File: config.mk
export PLATFORM = sky130hd
export DESIGN_NAME = simd_alu
export DESIGN_NICKNAME = d
export VERILOG_FILES = /design/src/rtl/simd_alu_pkg.sv /design/src/rtl/simd_lane_addsub.sv /design/src/rtl/simd_addsub.sv /design/src/rtl/simd_alu.sv
export SDC_FILE = /design/constraint.sdc
export NUM_CORES = 1
export LEC_CHECK = 0
export BUFFER_PORTS_ARGS = -buffer_cell sky130_fd_sc_hd__buf_2
export CELL_PAD_IN_SITES_DETAIL_PLACEMENT = 0
export CELL_PAD_IN_SITES_GLOBAL_PLACEMENT = 2
export CORE_MARGIN = 2
export CORE_UTILIZATION = 31
export CTS_BUF_LIST = sky130_fd_sc_hd__clkbuf_16
export DETAILED_ROUTE_END_ITERATION = 8
export PLACE_DENSITY_LB_ADDON = 0.25
export SLEW_MARGIN = 20
export SYNTH_ARGS = -nofsm -noshare
export SYNTH_HDL_FRONTEND = slang
export SYNTH_SLANG_ARGS = --single-unit
File: constraint.sdc
create_clock -name clk -period 5.4 [get_ports clk]
set_clock_uncertainty 0.2 [all_clocks]
set_input_delay 0.54 -clock clk [delete_from_list [all_inputs] [get_ports clk]]
set_output_delay 0.54 -clock clk [all_outputs]
set_load 0.1 [all_outputs]
File: src/rtl/simd_alu_pkg.sv
package simd_alu_pkg;
  localparam logic [2:0] OP_ADD = 3'b000;
  localparam logic [2:0] OP_SUB = 3'b001;
  localparam logic [2:0] OP_AND = 3'b010;
  localparam logic [2:0] OP_OR  = 3'b011;
  localparam logic [2:0] OP_XOR = 3'b100;

  typedef enum logic [1:0] {
    MODE_WRAP = 2'b00,
    MODE_SSAT = 2'b01,
    MODE_USAT = 2'b10,
    MODE_RSVD = 2'b11
  } sat_mode_e;
endpackage

File: src/rtl/simd_lane_addsub.sv
module simd_lane_addsub #(
  parameter int W      = 8,
  parameter bit SAT_OK = 1'b1
) (
  input  logic [W-1:0] a_i,
  input  logic [W-1:0] b_i,
  input  logic         sub_i,
  input  logic         ssat_i,
  input  logic         usat_i,
  output logic [W-1:0] y_o
);
  logic [W-1:0] b_eff;
  logic [W:0]   sum;
  logic [W-1:0] wrap;
  logic         s_ovf;
  logic         u_out;

  always_comb begin
    b_eff = sub_i ? ~b_i : b_i;
    sum   = {1'b0, a_i} + {1'b0, b_eff} + {{W{1'b0}}, sub_i};
    wrap  = sum[W-1:0];
    s_ovf = (a_i[W-1] == b_eff[W-1]) && (wrap[W-1] != a_i[W-1]);
    u_out = sub_i ? ~sum[W] : sum[W];
    y_o   = wrap;
    if (SAT_OK) begin
      if (ssat_i && s_ovf)
        y_o = a_i[W-1] ? {1'b1, {(W-1){1'b0}}} : {1'b0, {(W-1){1'b1}}};
      else if (usat_i && u_out)
        y_o = sub_i ? '0 : '1;
    end
  end

  always_comb begin
    if (SAT_OK && usat_i && !ssat_i) begin
      if (!sub_i) begin
        assert_usat_add_R5: assert (y_o >= a_i);
      end else begin
        assert_usat_sub_R5: assert (y_o <= a_i);
      end
    end
    if (SAT_OK && ssat_i && !usat_i && !sub_i && !a_i[W-1] && !b_i[W-1]) begin
      assert_ssat_pos_R4: assert (!y_o[W-1]);
    end
  end
endmodule

File: src/rtl/simd_addsub.sv
module simd_addsub
  import simd_alu_pkg::*;
#(
  parameter int DATA_W    = 64,
  parameter int MIN_W     = 8,
  parameter int SAT_MAX_W = 16,
  parameter int SIZE_W    = 2
) (
  input  logic [DATA_W-1:0] a_i,
  input  logic [DATA_W-1:0] b_i,
  input  logic              sub_i,
  input  logic [1:0]        mode_i,
  input  logic [SIZE_W-1:0] size_i,
  output logic [DATA_W-1:0] y_o
);
  localparam int NUM_SIZES = 1 << SIZE_W;

  logic              ssat;
  logic              usat;
  logic [DATA_W-1:0] cand [NUM_SIZES];

  assign ssat = (mode_i == MODE_SSAT);
  assign usat = (mode_i == MODE_USAT);

  for (genvar g = 0; g < NUM_SIZES; g++) begin : g_size
    localparam int LW  = MIN_W << g;
    localparam int NL  = DATA_W / LW;
    localparam bit SAT = (LW <= SAT_MAX_W);
    for (genvar l = 0; l < NL; l++) begin : g_lane
      simd_lane_addsub #(.W(LW), .SAT_OK(SAT)) i_lane (
        .a_i    (a_i[l*LW +: LW]),
        .b_i    (b_i[l*LW +: LW]),
        .sub_i  (sub_i),
        .ssat_i (ssat),
        .usat_i (usat),
        .y_o    (cand[g][l*LW +: LW])
      );
    end
  end

  assign y_o = cand[size_i];
endmodule

File: src/rtl/simd_alu.sv
module simd_alu
  import simd_alu_pkg::*;
#(
  parameter int DATA_W    = 64,
  parameter int MIN_W     = 8,
  parameter int SAT_MAX_W = 16,
  parameter int SIZE_W    = 2
) (
  input  logic              clk,
  input  logic              rst,
  input  logic [DATA_W-1:0] a_i,
  input  logic [DATA_W-1:0] b_i,
  input  logic [2:0]        op_i,
  input  logic [1:0]        mode_i,
  input  logic [SIZE_W-1:0] size_i,
  output logic [DATA_W-1:0] res_o
);
  logic [DATA_W-1:0] arith;
  logic [DATA_W-1:0] nxt;

  simd_addsub #(
    .DATA_W(DATA_W), .MIN_W(MIN_W), .SAT_MAX_W(SAT_MAX_W), .SIZE_W(SIZE_W)
  ) i_addsub (
    .a_i    (a_i),
    .b_i    (b_i),
    .sub_i  (op_i == OP_SUB),
    .mode_i (mode_i),
    .size_i (size_i),
    .y_o    (arith)
  );

  always_comb begin
    case (op_i)
      OP_ADD, OP_SUB: nxt = arith;
      OP_AND:         nxt = a_i & b_i;
      OP_OR:          nxt = a_i | b_i;
      OP_XOR:         nxt = a_i ^ b_i;
      default:        nxt = '0;
    endcase
  end

  always_ff @(posedge clk) begin
    if (rst) res_o <= '0;
    else     res_o <= nxt;
  end

  assert_reset_R1: assert property (@(posedge clk) rst |=> (res_o == '0));

  assert_and_subset_R7: assert property (@(posedge clk) disable iff (rst)
    (op_i == OP_AND) |=> (((res_o & ~$past(a_i)) == '0) && ((res_o & ~$past(b_i)) == '0)));

  assert_or_superset_R7: assert property (@(posedge clk) disable iff (rst)
    (op_i == OP_OR) |=> ((($past(a_i) | $past(b_i)) & ~res_o) == '0));

  assert_bad_op_R8: assert property (@(posedge clk) disable iff (rst)
    (op_i > OP_XOR) |=> (res_o == '0));
endmodule

==> impl_results.md <==
* Status: finished clean
* Synth warn at 0
* Post-synthesis sequential area ratio at 0.0862
* Largest net degree at the start of global routing at 50
* Fin worst setup slack at 0.832 ns
* Pre-Repair DR Iteration Count at 7
* Die X at 223 um
* Final Setup Violations at 0
* First-pass GRT wire length at 104 mm
* Root Driver: clkbuf_16
* Dpl ws at 0.538 ns
* Die Y at 223 um
* Hold Vio Cnt, Final at 0
* CTS Hold Bufs at 0
* GRT Util Overall at 0.276
* Top reg by flops: res_o
* Final Non-Filler Cells at 2953
* DRT iter0 DRCs at 1455
* Cell Area, Placed at 17000 um2
* Diode count at 0
* WP data arrival at 4.60 ns
* IO Pins at 201
* Multi-input gate area at 12400 um2
* DPL Wire Length at 55.5 mm
* Setup Fix Bufs, Post-CTS at 0
* Delay-heaviest family, CP: compound AO/OA/AOI/OAI gates
* Crit-path slowest cell: or4_1
* Initial Util at 0.313
* Fmax at 0.219 GHz
* Final Cell Area at 17200 um2
* Port bufs at 200
* Synth unique cells at 103
* Least-Margin Pin Slew at 0.972 ns
* Setup CP Type: in -> reg
* Post-synth ARST share at 0
* Clock Sinks at 64
* Layout overhead on the synthesized area at 15.9%
* Via/cell ratio at 5.72
* Tightest Hold Check Type: in -> reg
* Full die area at 49700 um2
* DR WL/cell at 23.8 um
* CP max FO at 21
* Rel. slew slack at 0.351
* CP peak stage delay at 0.66 ns
* Vias in the first global route at 16.3k
* Initial antenna violation count at 1
* Final Max Slew Viols at 0
* Power per cell area at 213 nW/um2
* CP Launch Type: input port
* CTS tree: built
* Commonest non-fill, non-tap cells in the layout: 274 x a21oi_1, 209 x ha_1, 199 x buf_2
* Reg area at 1280 um2
* Reg clk slew, reported paths at 0.07 ns
* Max reg flops at 64
* Number of fill cells at 5168
* Worst VDD drop at 0.152 mV
* Post_cts resized at 0
* Largest regs: res_o (64)
* Worst path bufs/invs at 2
* Critical-path cell list: buf_4 -> nor3b_4 -> buf_12 -> xnor2_1 -> ha_1 -> a31o_1 -> a221oi_4 -> a221oi_1 -> or4_1 -> o31ai_2 -> a21oi_1 -> o21ai_0 -> o31a_1 -> o22ai_1
* Syn Nets at 2496
* CP required at 5.43 ns
* Setup_tns at 0 ns
* Layout cells sized above 1 at 0.166
* RSZ-0062 raised after global routing: no
* Seq cells post-synth at 64
* Post-layout net count at 2688
* Leak pwr at 7.82 nW
* Num CTS Buffers at 9
* EDFF count, synth at 0
* H-Tree Depth at 3
* Gr ovfl total at 0
* Post-synth top flop: dfxtp_1
* # Max-Cap Violations at 0
* # rows at 80
* Core area at 47500 um2
* Detailed-route DRC error count at 0
* Final GP Congestion at 0.946
* Final Cycle Share at 0.846
* Mapped Cells at 2142
* Post-DRT Antenna Nets at 0
* Tmin final at 4.57 ns
* Clock Tree Buf Depth at 2
* Mapped Avg Cell Area at 6.94 um2
* Drt total wl at 70.2 mm
* Synth Cell Area at 14900 um2
* Endpoint class of the critical path: flop
* Post-placement cell count at 2938
* Routed via count at 16.9k
* Most common cell after layout, fill and taps aside: a21oi_1
-- cell usage after synthesis (6+ instances only) --
cell type | count | area, um2
a211o_1 | 8 | 70.1
a211oi_1 | 55 | 413
a21boi_0 | 6 | 45.0
a21o_1 | 50 | 375
a21oi_1 | 274 | 1370
a21oi_2 | 8 | 70.1
a221o_1 | 9 | 90.1
a221oi_1 | 11 | 96.3
a22oi_1 | 8 | 60.1
a31o_2 | 6 | 52.6
a31oi_1 | 19 | 119
and2_1 | 11 | 68.8
and3_1 | 7 | 43.8
buf_1 | 11 | 41.3
buf_2 | 21 | 105
buf_4 | 6 | 45.0
clkbuf_1 | 85 | 319
dfxtp_1 | 64 | 1280
fa_1 | 8 | 160
ha_1 | 209 | 2620
inv_1 | 175 | 657
mux2i_1 | 11 | 110
nand2_1 | 171 | 642
nand2b_1 | 16 | 100
nand3_1 | 33 | 165
nand4_1 | 37 | 231
nor2_1 | 183 | 687
nor2b_1 | 8 | 50.1
nor3_1 | 37 | 185
o211ai_1 | 36 | 270
o21a_1 | 26 | 195
o21ai_0 | 149 | 746
o21ai_1 | 14 | 70.1
o21bai_1 | 26 | 195
o221ai_1 | 9 | 78.8
o22ai_1 | 19 | 119
o31ai_1 | 16 | 120
or2_2 | 8 | 50.1
or3_1 | 6 | 37.5
xnor2_1 | 132 | 1160
xor2_1 | 33 | 289
-- final timing paths --
path | slack (ns) | cells past startpoint | endpoint | startpoint
setup / recovery | 0.83 | 14 | res_o[47]$_SDFF_PP0_ | op_i[0]
hold / removal | 0.45 | 5 | res_o[20]$_SDFF_PP0_ | a_i[20]
-- area by class of cell --
type                       instances  share of cell area
multi-input combinational       1779               0.721
timing repair buffer             305               0.105
sequential                        64              0.0744
tap                              615              0.0447
inverter                         175              0.0381
clock buffer                       9              0.0131
clock inverter                     6             0.00305
-- stage by stage --
| step | hold WS, ns | power, W | util |
|---|---|---|---|
| CTS | 0.445 | 0.00367 | 0.362 |
| finish | 0.451 | 0.00368 | 0.362 |
| detailed placement | 0.855 | 0.00299 | 0.357 |
| floorplan | 0.625 | 0.00224 | - |
| global placement | 0.850 | 0.00299 | 0.357 |
| global route | 0.478 | 0.00393 | 0.362 |
-- kinds of logic after synthesis --
kind of cell | synth area share
xor gates and xnor gates | 0.0983
muxes | 0.00892
buffers and inverters | 0.0793
and+or+nand+nor | 0.173
DFF | 0.0862
adders and majority gates | 0.187
AOI/OAI and AO/OA | 0.367
-- per-layer routing --
layer,up-vias,global-route usage,part of all wire
li1,8110,-,-
met1,8117,0.392,0.47
met2,579,0.422,0.43
met3,93,0.0458,0.062
met4,2,0.0937,0.031
met5,-,0,0.00011
-- tightest hold or removal path, cell delays in order --
cell and delay (ns):
buf_2 0.12, inv_1 0.05, ha_1 0.12, a21oi_1 0.05, o21ai_0 0.13
-- power by group --
| group | total [W] | switching [W] | internal [W] | leakage [nW] |
|---|---|---|---|---|
| registers | 0.000517 | 0.0000124 | 0.000505 | 0.523 |
| logic | 0.00251 | 0.00165 | 0.000861 | 7.15 |
| clock network | 0.000649 | 0.000299 | 0.000350 | 0.144 |
(Power assumes the default switching activity.)
